<file path="config.mk">
export PLATFORM = sky130hd
export DESIGN_NAME = alu_four_func
export DESIGN_NICKNAME = d
export VERILOG_FILES = /design/src/rtl/alu_pkg.sv /design/src/rtl/alu_addsub.sv /design/src/rtl/alu_logic.sv /design/src/rtl/alu_outmux.sv /design/src/rtl/alu_four_func.sv
export SDC_FILE = /design/constraint.sdc
export NUM_CORES = 1
export LEC_CHECK = 0
export BUFFER_PORTS_ARGS = -buffer_cell sky130_fd_sc_hd__buf_2
export CORE_ASPECT_RATIO = 0.8
export CORE_MARGIN = 1
export CORE_UTILIZATION = 35
export DETAILED_ROUTE_END_ITERATION = 6
export PLACE_DENSITY = 0.63
export SYNTH_ARGS = -nofsm -noshare
export SYNTH_HDL_FRONTEND = slang
export SYNTH_SLANG_ARGS = --single-unit
</file>
<file path="constraint.sdc">
create_clock -name vclk -period 6.76
set_input_delay 0.338 -clock vclk [all_inputs]
set_output_delay 0.338 -clock vclk [all_outputs]
set_load 0.03 [all_outputs]
</file>
<file path="src/rtl/alu_pkg.sv">
package alu_pkg;
   typedef enum logic [1:0] {
      OP_ADD = 2'b00,
      OP_SUB = 2'b01,
      OP_AND = 2'b10,
      OP_OR  = 2'b11
   } alu_op_e;

   typedef enum int {
      ADDER_RIPPLE = 0,
      ADDER_CLA    = 1
   } adder_kind_e;

   localparam int CLA_GROUP = 4;
endpackage

</file>
<file path="src/rtl/alu_addsub.sv">
module alu_addsub #(
   parameter int                  WIDTH      = 8,
   parameter alu_pkg::adder_kind_e ADDER_KIND = alu_pkg::ADDER_CLA
) (
   input  logic [WIDTH-1:0] a,
   input  logic [WIDTH-1:0] b,
   input  logic             sub,
   output logic [WIDTH-1:0] sum,
   output logic             cout
);
   localparam int GRP    = alu_pkg::CLA_GROUP;
   localparam int NGRP   = (WIDTH + GRP - 1) / GRP;
   localparam int PADW   = NGRP * GRP;

   if (WIDTH < 1) begin : g_bad_width
      $error("alu_addsub: WIDTH must be at least 1");
   end

   logic [WIDTH-1:0] b_eff;
   assign b_eff = b ^ {WIDTH{sub}};

   if (ADDER_KIND == alu_pkg::ADDER_RIPPLE) begin : g_ripple
      logic [WIDTH:0] cy;
      assign cy[0] = sub;
      for (genvar i = 0; i < WIDTH; i++) begin : g_bit
         assign sum[i]  = a[i] ^ b_eff[i] ^ cy[i];
         assign cy[i+1] = (a[i] & b_eff[i]) | (a[i] & cy[i]) | (b_eff[i] & cy[i]);
      end
      assign cout = cy[WIDTH];
   end else begin : g_cla
      logic [PADW-1:0] ap, bp, gen, prop, hsum, cin_bit;
      logic [NGRP:0]   gcy;
      logic [NGRP-1:0] ggen, gprop;

      assign ap   = PADW'(a);
      assign bp   = PADW'(b_eff);
      assign gen  = ap & bp;
      assign prop = ap | bp;
      assign hsum = ap ^ bp;
      assign gcy[0] = sub;

      for (genvar k = 0; k < NGRP; k++) begin : g_grp
         logic [GRP-1:0] gg, pp;
         assign gg = gen[k*GRP +: GRP];
         assign pp = prop[k*GRP +: GRP];

         // bit carries of the group, each as a flat sum of products
         always_comb begin
            for (int j = 0; j < GRP; j++) begin
               logic cj, t;
               cj = 1'b0;
               for (int m = 0; m < j; m++) begin
                  t = gg[m];
                  for (int n = m + 1; n < j; n++) t = t & pp[n];
                  cj = cj | t;
               end
               t = gcy[k];
               for (int n = 0; n < j; n++) t = t & pp[n];
               cin_bit[k*GRP + j] = cj | t;
            end
         end

         // group generate / propagate
         always_comb begin
            logic acc, t;
            acc = 1'b0;
            for (int m = 0; m < GRP; m++) begin
               t = gg[m];
               for (int n = m + 1; n < GRP; n++) t = t & pp[n];
               acc = acc | t;
            end
            ggen[k]  = acc;
            gprop[k] = &pp;
         end

         assign gcy[k+1] = ggen[k] | (gprop[k] & gcy[k]);
      end

      logic [PADW-1:0] psum;
      assign psum = hsum ^ cin_bit;
      assign sum  = psum[WIDTH-1:0];

      if (PADW == WIDTH) begin : g_exact
         assign cout = gcy[NGRP];
      end else begin : g_padded
         // carry into the first padding bit is the true carry out
         assign cout = cin_bit[WIDTH];
      end
   end
endmodule

</file>
<file path="src/rtl/alu_logic.sv">
module alu_logic #(
   parameter int WIDTH = 8
) (
   input  logic [WIDTH-1:0] a,
   input  logic [WIDTH-1:0] b,
   output logic [WIDTH-1:0] and_out,
   output logic [WIDTH-1:0] or_out
);
   for (genvar i = 0; i < WIDTH; i++) begin : g_bit
      assign and_out[i] = a[i] & b[i];
      assign or_out[i]  = a[i] | b[i];
   end
endmodule

</file>
<file path="src/rtl/alu_outmux.sv">
module alu_outmux #(
   parameter int WIDTH = 8
) (
   input  alu_pkg::alu_op_e  op,
   input  logic [WIDTH-1:0]  arith,
   input  logic              arith_cout,
   input  logic [WIDTH-1:0]  and_in,
   input  logic [WIDTH-1:0]  or_in,
   output logic [WIDTH-1:0]  res,
   output logic              carry,
   output logic              zero
);
   always_comb begin
      unique case (op)
         alu_pkg::OP_ADD,
         alu_pkg::OP_SUB: begin res = arith;  carry = arith_cout; end
         alu_pkg::OP_AND: begin res = and_in; carry = 1'b0;       end
         default:         begin res = or_in;  carry = 1'b0;       end
      endcase
   end

   assign zero = ~|res;
endmodule

</file>
<file path="src/rtl/alu_four_func.sv">
module alu_four_func #(
   parameter int                   WIDTH      = 8,
   parameter alu_pkg::adder_kind_e ADDER_KIND = alu_pkg::ADDER_CLA
) (
   input  logic [WIDTH-1:0] i_a,
   input  logic [WIDTH-1:0] i_b,
   input  logic [1:0]       i_op,
   output logic [WIDTH-1:0] o_c,
   output logic             o_carry,
   output logic             o_zero
);
   import alu_pkg::*;

   alu_op_e          op;
   logic [WIDTH-1:0] arith, and_v, or_v;
   logic             arith_cout;

   assign op = alu_op_e'(i_op);

   alu_addsub #(.WIDTH(WIDTH), .ADDER_KIND(ADDER_KIND)) u_addsub (
      .a    (i_a),
      .b    (i_b),
      .sub  (i_op[0]),
      .sum  (arith),
      .cout (arith_cout)
   );

   alu_logic #(.WIDTH(WIDTH)) u_logic (
      .a       (i_a),
      .b       (i_b),
      .and_out (and_v),
      .or_out  (or_v)
   );

   alu_outmux #(.WIDTH(WIDTH)) u_mux (
      .op         (op),
      .arith      (arith),
      .arith_cout (arith_cout),
      .and_in     (and_v),
      .or_in      (or_v),
      .res        (o_c),
      .carry      (o_carry),
      .zero       (o_zero)
   );

   always_comb begin
      if (op == OP_ADD) begin
         AST_ADD_RESULT: assert ({o_carry, o_c} == ({1'b0, i_a} + {1'b0, i_b})) else $error("add mismatch");
      end
      if (op == OP_SUB) begin
         AST_SUB_RESULT: assert (o_c == WIDTH'(i_a - i_b) && o_carry == (i_a >= i_b)) else $error("sub mismatch");
      end
      if (op == OP_AND) begin
         AST_AND_RESULT: assert (o_c == (i_a & i_b)) else $error("and mismatch");
      end
      if (op == OP_OR) begin
         AST_OR_RESULT: assert (o_c == (i_a | i_b)) else $error("or mismatch");
      end
      if (op == OP_AND || op == OP_OR) begin
         AST_LOGIC_NO_CARRY: assert (!o_carry) else $error("carry on logic op");
      end
   end
endmodule

</file>
==> results of run 1 <==
## worst max-delay path, cell delays in order
cell      delay, ns
buf_2          0.37
xor2_1         0.23
inv_1          0.06
ha_1           0.17
nand2b_1       0.15
a221o_1        0.40
a21oi_1        0.19
nor2_1         0.07
fa_1           0.50
a21oi_2        0.07
or4_4          0.53
nor3_2         0.13
nor3b_2        0.17
buf_2          0.21
## per-stage QoR
stage / power [µW] / cells
2_1_floorplan: 76.7 / 102
3_3_place_gp: 101 / 151
3_5_place_dp: 102 / 151
4_1_cts: 103 / 151
5_1_grt: 113 / 151
6_report: 102 / 151
## power breakdown
group          total (µW)  leakage [µW]  internal (µW)  switching (µW)
combinational         102      0.000495           39.6            62.6
sequential              0             0              0               0
clock                   0             0              0               0
total                 102      0.000495           39.6            62.6
## final cells by class
cell class                      instances  area share [%]
Multi-Input combinational cell         78            73.2
Inverter                               21            8.49
Timing Repair Buffer                   28            15.1
Tap cell                               24            3.23
## cell families after synthesis
| kind of cell | count (synthesis) | synth area share [%] |
|---|---|---|
| adders and majority gates | 24 | 37.8 |
| buffers and inverters | 24 | 12.6 |
| and+or+nand+nor | 21 | 14.8 |
| AOI/OAI and AO/OA | 20 | 20.0 |
| xor gates and xnor gates | 12 | 13.5 |
| muxes | 1 | 1.29 |
## worst min-delay path by stage
stage            start     end  slack [ns]  cells after the start
2_1_floorplan  i_op[1]  o_c[4]        0.88                      2
3_3_place_gp   i_op[1]  o_c[6]        1.20                      4
3_5_place_dp   i_op[1]  o_c[6]        1.20                      4
4_1_cts        i_op[1]  o_c[6]        1.20                      4
5_1_grt        i_op[1]  o_c[6]        1.23                      4
6_report       i_op[1]  o_c[0]        1.20                      4
## cells in the mapped netlist, drive strengths merged
library cell,instances
inv,21
ha,16
xor2,8
maj3,7
nor2,7
a21oi,6
nand2,5
o21ai,4
xnor2,4
nor3,3
o21a,3
clkbuf,2
nand2b,2
a2111oi,1
a211o,1
a211oi,1
a221o,1
a221oi,1
buf,1
fa,1
mux2i,1
nand3,1
nand4,1
nor3b,1
o31ai,1
o32ai,1
or4,1
## routing by layer
metal	GRT usage, %	share of wire [%]
met4	0	0
met1	17.5	49
met3	0	3.2
met5	0	0
met2	27.5	48
==> impl_metrics.csv, run 1 <==
group,metric,value,unit
timing,rsz0062_at_grt,"false",
yosys,ys_types,33,
global_routing,gr-total-overflow,0,
job,drv_cap,0,
routing,vias_per_cell,4.95,
routing,drc_errors,0,
layout,syn_to_final_growth,19.5,%
floorplanning,rows,14,
worst_setup_path,critPathKind,"in2out",
layout,nets,164,
timing,maxSlewHeadroom,69.5,%
timing,tightest_slew,0.458,ns
layout,antenna_cells,0,
yosys,synth_fp_nets,137,
worst_setup_path,cp_data_required_time,6.42,ns
global_routing,grt_pass1_vias,682,
routing,wire_per_inst,10.9,µm
cts,hold_buffers,0,
floorplanning,start_util,39.3,%
worst_setup_path,worstPathMaxFanout,20,
routing,firstDrtPassIters,4,
power,ir_drop,0.0000495,V
yosys,synth_area_leaders,"ha_1 26%, inv_1 9.2%, xor2_1 9.0%, maj3_1 5.2%, xnor2_1 4.5%",
power,p_leak,0.000495,µW
global_routing,antenna_found_initial,0,
timing,finalSetupViolations,0,
place,io_buffers,28,
yosys,ys_warn_count,0,
timing,finalMaxSlewViolations,0,
layout,final_common_cell,"buf_2",
worst_setup_path,crit_start,"i_op[0]",
routing,finalWirelength,1640,µm
layout,seq_area,0,µm²
run_status,status,"finished clean",
timing,min_period,3.92,ns
layout,fillers,193,
timing,final-hold-violation-count,0,
worst_setup_path,start_kind,"input port",
worst_setup_path,end_kind,"primary output",
layout,final_cell_mix,"28 x buf_2, 19 x inv_1, 16 x ha_1, 8 x xor2_1, 6 x nor2_1",
layout,drive_above_1_share,32.3,%
routing,antenna_left,0,
routing,drtIter0Drc,12,
place,pre_cts_slack,2.84,ns
routing,vias,747,
yosys,syn_inst,102,
min_path,hold_path_class,"in2out",
global_routing,track_usage,13.9,%
timing,min_period_over_period,58.0,%
yosys,ys_seq_area_share,0,%
floorplanning,die_area,2410,µm²
cts,ctsResizeCount,0,
worst_setup_path,crit_end,"o_zero",
timing,tns,0,ns
yosys,yosysTopAreaCell,"ha_1",
global_routing,grt_max_degree,21,
floorplanning,die_w,54.7,µm
global_routing,grt_pass1_wl,2670,µm
layout,fin_util,46.9,%
layout,design.seq.count,0,
timing,setup_ws,2.84,ns
yosys,syn-cell-area,777,µm²
yosys,yosysTopAreaCellShare,25.8,%
timing,fin_hold_ws,1.20,ns
worst_setup_path,worstPathArrival,3.58,ns
layout,final_area,928,µm²
floorplanning,core_area,1980,µm²
floorplanning,fp.dieH,44.1,µm
layout,multi_input_area,679,µm²
place,hpwl,1420,µm
timing,clock.fmax,0.255,GHz
layout,clock_buffers,0,
yosys,syn_avg_cell_area,7.62,µm²
power,p_per_area,110,nW/µm²
place,postPlaceCellArea,928,µm²
place,gp_congestion,0.782,
cts,postCtsSetupBuffers,0,
floorplanning,ios,28,
Note: power is estimated with default switching activity, not from simulation.
==> run 2: changes to the inputs <==
PLACE_DENSITY = 0.65   (was 0.63)
clock period = 3.3 ns   (was 6.76 ns; I/O delays follow)
==> run 2 against run 1 <==
  * Clock-buffer cell count stayed put
  * Design area is 6.6% higher
  * Die area stayed put
  * Worst hold slack worse by 0.35 ns
  * Setup slack worse by 2.7 ns
  * Sequential share of layout area stayed put
  * Power is 120% higher
  * Combinational power is 120% higher
  * Critical path depth stayed put
==> impl_metrics.csv, run 2 (synthesized netlist as in run 1, its figures left out) <==
group,metric,value,unit
routing,drtIter0Drc,11,
floorplanning,die_w,54.7,µm
routing,vias,779,
global_routing,gr-total-overflow,0,
routing,wire_per_inst,11.0,µm
timing,tns,0,ns
worst_setup_path,max_stage_delay,0.53,ns
layout,drive_above_1_share,35.9,%
floorplanning,die_area,2410,µm²
worst_setup_path,worstPathArrival,2.97,ns
timing,tightest_slew,0.458,ns
floorplanning,start_util,39.3,%
floorplanning,ios,28,
layout,design.seq.count,0,
routing,finalWirelength,1700,µm
power,ir_drop,0.000116,V
layout,final_cell_mix,"27 x buf_2, 19 x inv_1, 16 x ha_1, 7 x xor2_1, 6 x nor2_1",
layout,seq_area,0,µm²
timing,finalMaxSlewViolations,0,
routing,firstDrtPassIters,4,
global_routing,grt_pass1_vias,713,
layout,clock_buffers,0,
power,p_leak,0.000521,µW
layout,antenna_cells,0,
place,hpwl,1510,µm
routing,antenna_left,0,
min_path,hold_end,"o_c[0]",
timing,min_period,3.14,ns
run_status,status,"finished clean",
power,p_per_area,227,nW/µm²
timing,maxSlewHeadroom,69.2,%
place,io_buffers,28,
layout,final_common_cell,"buf_2",
layout,fin_util,50.0,%
floorplanning,fp.dieH,44.1,µm
job,drv_cap,0,
timing,finalSetupViolations,0,
worst_setup_path,cp_data_required_time,3.13,ns
routing,vias_per_cell,5.03,
floorplanning,core_area,1980,µm²
layout,nets,168,
timing,final-hold-violation-count,0,
timing,rsz0062_at_grt,"false",
worst_setup_path,critPathKind,"in2out",
min_path,hold_depth,4,
global_routing,grt_pass1_wl,2810,µm
min_path,hold_path_class,"in2out",
place,gp_congestion,0.796,
worst_setup_path,cpMaxStageDelayCell,"fa_1",
global_routing,antenna_found_initial,0,
worst_setup_path,end_kind,"primary output",
routing,drc_errors,0,
layout,fillers,205,
worst_setup_path,path_cells,"buf_2 > xor2_2 > inv_1 > ha_1 > nand2b_1 > a221o_1 > a21oi_1 > nor2_1 > fa_1 > a21oi_4 > or4_4 > nor3_2 > nor3b_4 > buf_6",
min_path,hp-start,"i_op[1]",
worst_setup_path,path_buf_inv,3,
timing,clock.fmax,0.319,GHz
worst_setup_path,crit_family,"simple AND/OR/NAND/NOR gates",
worst_setup_path,worstPathMaxFanout,4,
global_routing,grt_max_degree,14,
layout,syn_to_final_growth,27.4,%
floorplanning,rows,14,
worst_setup_path,start_kind,"input port",
global_routing,track_usage,15.0,%
timing,min_period_over_period,95.1,%
-- run 2: cell types whose count changed in the layout (fill, tap and decap cells not counted) --
cell	change
a21oi_1	-1
nor3b_4	+1
xor2_2	+1
nor3b_2	-1
a21oi_4	+1
buf_4	+4
xor2_1	-1
buf_2	-1
buf_6	+1
-- run 2: metal layers --
layer  vias to the layer above  GRT usage (%)  part of all wire, %
li1                        400              -                    -
met1                       363           20.4                   49
met2                        16           27.5                   48
met3                         0              0                  3.2
met4                         0          0.513                    0
met5                         -              0                    0
-- run 2: area by class of cell --
class                      instances  area (µm²)  area share, %
timing repair buffer              32         176           17.8
tap                               24        30.0           3.03
multi-input combinational         78         704           71.2
inverter                          21        78.8           7.96
-- run 2: power breakdown --
part | internal [µW] | total (µW) | switching, µW
Sequential | 0 | 0 | 0
Combinational | 89.5 | 225 | 135
Clock | 0 | 0 | 0
Total | 89.5 | 225 | 135
-- run 2: worst max-delay path by stage --
| stage | from | to | depth (start not counted) | slack, ns |
|---|---|---|---|---|
| 5_1_grt | i_op[0] | o_zero | 13 | 0.02 |
| 4_1_cts | i_op[0] | o_zero | 14 | 0.07 |
| 6_report | i_op[0] | o_zero | 14 | 0.16 |
| 3_3_place_gp | i_op[0] | o_zero | 14 | 0.13 |
| 2_1_floorplan | i_op[0] | o_zero | 14 | -0.03 |
| 3_5_place_dp | i_op[0] | o_zero | 14 | 0.07 |
-- run 2: timing repair --
item	4_1_cts	5_1_grt
setup endpoints to repair	0	1
setup buffers	0	1
gates resized for setup	0	3
endpoints found under the hold margin	0	0
hold buffers	0	0
-- run 2: per-stage QoR --
stage               power (µW)  hold slack (ns)  cell area, µm²  instances  setup slack, ns
floorplan                  168            0.538             827        102          -0.0270
global placement           219            0.858             976        154            0.130
detailed placement         224            0.848             976        154           0.0746
CTS                        225            0.855             976        154           0.0691
global route               247            0.883             990        155           0.0158
finish                     225            0.855             990        155            0.161
